==> config.mk <==
export PLATFORM = sky130hd
export DESIGN_NAME = barrel_ctx_rotator
export DESIGN_NICKNAME = d
export VERILOG_FILES = /design/src/rtl/barrel_ctx_rotator.sv
export SDC_FILE = /design/constraint.sdc
export NUM_CORES = 1
export LEC_CHECK = 0
export BUFFER_PORTS_ARGS = -buffer_cell sky130_fd_sc_hd__clkbuf_2
export CAP_MARGIN = 20
export CORE_UTILIZATION = 50
export DETAILED_ROUTE_END_ITERATION = 16
export GPL_TIMING_DRIVEN = 0
export PLACE_DENSITY = 0.73
export SETUP_SLACK_MARGIN = 0.3
export SLEW_MARGIN = 20
export SYNTH_ARGS = -nofsm -noshare
export SYNTH_HDL_FRONTEND = slang
export SYNTH_SLANG_ARGS = --single-unit
==> constraint.sdc <==
create_clock -name clk -period 3.6 [get_ports clk]
set_input_delay 0.36 -clock clk [delete_from_list [all_inputs] [get_ports clk]]
set_output_delay 0.36 -clock clk [all_outputs]
set_load 0.05 [all_outputs]
==> src/rtl/barrel_ctx_rotator.sv <==
module barrel_ctx_rotator #(
  parameter int NUM_CTX = 10,
  parameter int PC_W    = 16,
  parameter int ACC_W   = 16,
  parameter int FLAG_W  = 4,
  localparam int IDX_W  = $clog2(NUM_CTX)
) (
  input  logic              clk,
  input  logic              rst_n,
  input  logic              wb_valid,
  input  logic [PC_W-1:0]   wb_pc,
  input  logic [ACC_W-1:0]  wb_acc,
  input  logic [FLAG_W-1:0] wb_flags,
  input  logic              wb_halt,
  input  logic              ld_en,
  input  logic [IDX_W-1:0]  ld_idx,
  input  logic [PC_W-1:0]   ld_pc,
  output logic [IDX_W-1:0]  slot_idx,
  output logic [PC_W-1:0]   cur_pc,
  output logic [ACC_W-1:0]  cur_acc,
  output logic [FLAG_W-1:0] cur_flags,
  output logic              cur_halt
);
  logic [IDX_W-1:0] slot_q;
  logic [NUM_CTX-1:0][PC_W-1:0]   pc_q;
  logic [NUM_CTX-1:0][ACC_W-1:0]  acc_q;
  logic [NUM_CTX-1:0][FLAG_W-1:0] flag_q;
  logic [NUM_CTX-1:0]             halt_q;

  wire last_slot = (slot_q == IDX_W'(NUM_CTX - 1));
  wire wb_take   = wb_valid && !halt_q[slot_q];
  wire ld_take   = ld_en && (ld_idx != slot_q) &&
                   ({1'b0, ld_idx} < (IDX_W + 1)'(NUM_CTX));

  always_ff @(posedge clk) begin
    if (!rst_n) begin
      slot_q <= '0;
      pc_q   <= '0;
      acc_q  <= '0;
      flag_q <= '0;
      halt_q <= '0;
    end else begin
      slot_q <= last_slot ? '0 : slot_q + 1'b1;
      if (wb_take) begin
        pc_q[slot_q]   <= wb_pc;
        acc_q[slot_q]  <= wb_acc;
        flag_q[slot_q] <= wb_flags;
        halt_q[slot_q] <= wb_halt;
      end
      if (ld_take) begin
        pc_q[ld_idx]   <= ld_pc;
        halt_q[ld_idx] <= 1'b0;
      end
    end
  end

  assign slot_idx  = slot_q;
  assign cur_pc    = pc_q[slot_q];
  assign cur_acc   = acc_q[slot_q];
  assign cur_flags = flag_q[slot_q];
  assign cur_halt  = halt_q[slot_q];
endmodule


==> results.cfg <==
[status]
run_status = complete, no violations

[timing]
rsz0062_at_grt = true
setup_viol = 0
tightest_slew_ps = 946.9
skew_ps = 22.10
finalCritPeriodShare = 0.9352
finalMaxSlewViolations = 0
finalSetupTns_ps = 0
hold_viol_final = 0
finalWorstSetupSlack_ps = 233.3
fmax_ghz = 0.2970
fin_crit_ps = 3367
slew_headroom = 0.3687

[floorplan]
dieArea_um2 = 39900
placeableCoreArea_um2 = 38650
ioPinCount = 102
dieHeight_um = 199.8
start_util = 0.5060
num_rows = 72
dieWidth_um = 199.8

[drt]
drt_iter0_markers = 3283
vias_per_cell = 7.029
vias = 20530
drc = 0
dr.pass1.iters = 7
wl_per_cell_um = 26.66
postRouteAntennaNets = 0
wl_um = 77860

[worst_setup_path]
critPathRequiredTime_ps = 3240
cp_common_cell = buf_4
critical_path.endpoint_type = output pin
max_stage_delay_ps = 360
critPathLaunchType = flip-flop
cp_cell_sequence = buf_4 > buf_6 > buf_4 > nor2_4 > buf_4 > a221oi_2 > a21oi_1 > clkbuf_2
worstPathArrival_ps = 3010
path_buf_inv = 5
cp_num_cells = 8
reg2reg_depth = 11
worst-setup-path-type = reg2out
crit_family = buffers and inverters
crit_slowest_cell = dfxtp_2
critical_path.max_fanout = 10

[placed_design]
post-place-cells = 2842
pre_cts_ws_ps = -300.9
io_buffer_count = 47
placedInstanceArea_um2 = 20440
dp_hpwl_um = 56840
place_congestion = 1.003

[clock_tree]
clk_pin_slew_worst_paths_ps = 60
clock_sink_count = 374
insertion_delay_ps = 590
cts_buffer_depth = 3
cts-buffers-inserted = 43
ctsRootBufferMaster = clkbuf_16
cts_tree = done
htreeDepth = 2
cts_setup_buffers = 0

[grt]
use_met2 = 0.5788
grt_first_pass_wirelength_um = 116500
grt_pass1_vias = 19620
grtUsageMet3 = 0.1287
grt_overflow_total = 0
busiest_layer = met2
antenna_found_initial = 4
grt_max_degree = 15
grt_use_met1 = 0.5024
grt_usage = 0.3880

[finish]
area_growth_pct = 14.00
final_area_um2 = 22290
stdcell_count = 2920
fill_cells = 3377
multi_input_area_um2 = 10810
drive_above_1_share = 0.1613
layout.area.seq_um2 = 7490
nNetsFinal = 2434
utilization = 0.5768

[power_and_ir_drop]
power.density_nw_per_um2 = 493.5
ir_worst_vdd_mv = 0.4060
p_leak_nw = 6.920

[synth]
ys.flop_type = dfxtp_1
async_flop_share = 0
yosys_warnings = 0
synth_nets = 2342
synth_edf_count = 0
ys_ff_latch = 374
ys_types = 42
syn_avg_cell_area_um2 = 8.588
synthesis.area_um2 = 19560
syn_inst = 2277
ys_seq_area_frac = 0.3829

[job]
cap_violations = 0

[worst_hold_path]
min_path_cells = 3
worstHoldPathType = in2reg
-- cell type report --
type                    count  share of cell area
clock inverters            18             0.01325
plain buffers             334             0.06915
flip-flops and latches    374              0.3360
inverters                   3           0.0005051
well taps                 518             0.02907
multi-input cells        1566              0.4848
clock buffers              58             0.05579
diodes                      2           0.0002245
repair buffers             47             0.01123
-- cell usage after synthesis (2+ instances only) --
library cell / number / area, µm²
dfxtp_1: 374 / 7487
o21ai_0: 298 / 1491
nand3_1: 297 / 1486
clkbuf_1: 219 / 822.0
nand2_1: 189 / 709.4
a21boi_0: 182 / 1366
a31oi_1: 160 / 1001
o31ai_1: 160 / 1201
mux4_2: 73 / 1644
buf_2: 72 / 360.4
a21oi_1: 47 / 235.2
a221oi_1: 36 / 315.3
mux2_2: 36 / 405.4
buf_1: 21 / 78.83
a21boi_1: 19 / 142.6
buf_4: 13 / 97.59
nor2b_1: 8 / 50.05
o21ai_1: 8 / 40.04
or2_1: 8 / 50.05
buf_6: 7 / 78.83
mux2i_1: 6 / 60.06
and2_1: 5 / 31.28
nor2_1: 5 / 18.77
ha_1: 4 / 50.05
xor2_2: 4 / 65.06
o41ai_4: 3 / 82.58
a22o_1: 2 / 17.52
and3_1: 2 / 12.51
clkbuf_2: 2 / 10.01
inv_1: 2 / 7.510
nand3b_1: 2 / 15.01
o2111a_1: 2 / 22.52
o2111ai_2: 2 / 30.03
-- worst paths after layout --
check / start / end / slack (ps)
min reg2reg: acc_q[128]$_SDFFE_PN0P_ / acc_q[128]$_SDFFE_PN0P_ / 460
min: wb_flags[3] / flag_q[39]$_SDFFE_PN0P_ / 190
max reg2reg: slot_idx[1]$_SDFF_PP0_ / pc_q[65]$_SDFF_PN0_ / 310
max: slot_idx[1]$_SDFF_PP0_ / cur_acc[14] / 230
-- cell usage in the layout, fill, tap and decap left out, drive strengths merged, types with 2 or more instances in the layout --
cell type  Yosys  routed
a21boi       201     201
a21oi         47      47
a221oi        36      36
a22o           2       2
a22oi          2       2
a31oi        160     160
and2           5       5
and3           2       2
buf          113     116
bufinv         0       7
clkbuf       221     323
clkinv         0       4
clkinvlp       0       6
dfxtp        374     374
diode          0       2
ha             4       4
inv            3       4
mux2          36      36
mux2i          6       6
mux4          73      73
nand2        189     189
nand3        297     297
nand3b         2       2
nor2           5       5
nor2b          8       8
o2111a         2       2
o2111ai        2       2
o21ai        306     306
o31ai        160     160
o41ai          3       3
or2           10      10
xor2           4       4
-- timing repair --
item,CTS,global route
resized for setup,71,30
hold buffers,0,0
setup endpoints to repair,285,93
hold endpoints to repair,0,0
pin swaps,0,0
-- per-stage QoR --
stage | power (mW) | hold slack (ps)
after floorplan | 5.527 | 434.0
after global placement | 6.071 | 445.4
after detailed placement | 6.108 | 453.5
after CTS | 10.85 | 186.1
after global routing | 11.20 | 262.7
final | 11.00 | 194.4
-- cells by family (layout without fill, tap and decap cells) --
group	count (synthesis)	in the layout	synth area share
compound gates	922	922	0.3055
xor+xnor	5	5	0.003775
fa+ha+maj	4	4	0.002559
buf+inv	337	460	0.07461
flops	374	374	0.3829
mux	115	115	0.1079
other cells	0	2	0
simple gates	520	520	0.1228
-- report_power, final --
part / internal, mW / switching, mW
clock: 2.93 / 1.90
combinational: 0.503 / 1.35
sequential: 4.25 / 0.0689
-- tightest hold or removal path, cell delays in order --
cell and delay (ps):
clkbuf_1 200, nand2_1 100, a21boi_0 70
-- registers in the layout, indices dropped and copies added (netlist names) --
register and flops:
halt_q 10, flag_q 40, acc_q 160, slot_idx 4
pc_q 160
-- metal layers --
layer / part of all wire / wire, µm / vias to the layer above
met4: 0.050 / 3856 / 4
met5: 0.00033 / 26 / -
met3: 0.15 / 11440 / 337
li1: - / - / 8670
met2: 0.43 / 33640 / 1759
met1: 0.37 / 28900 / 9755
Note: power is estimated with default switching activity, not from simulation.
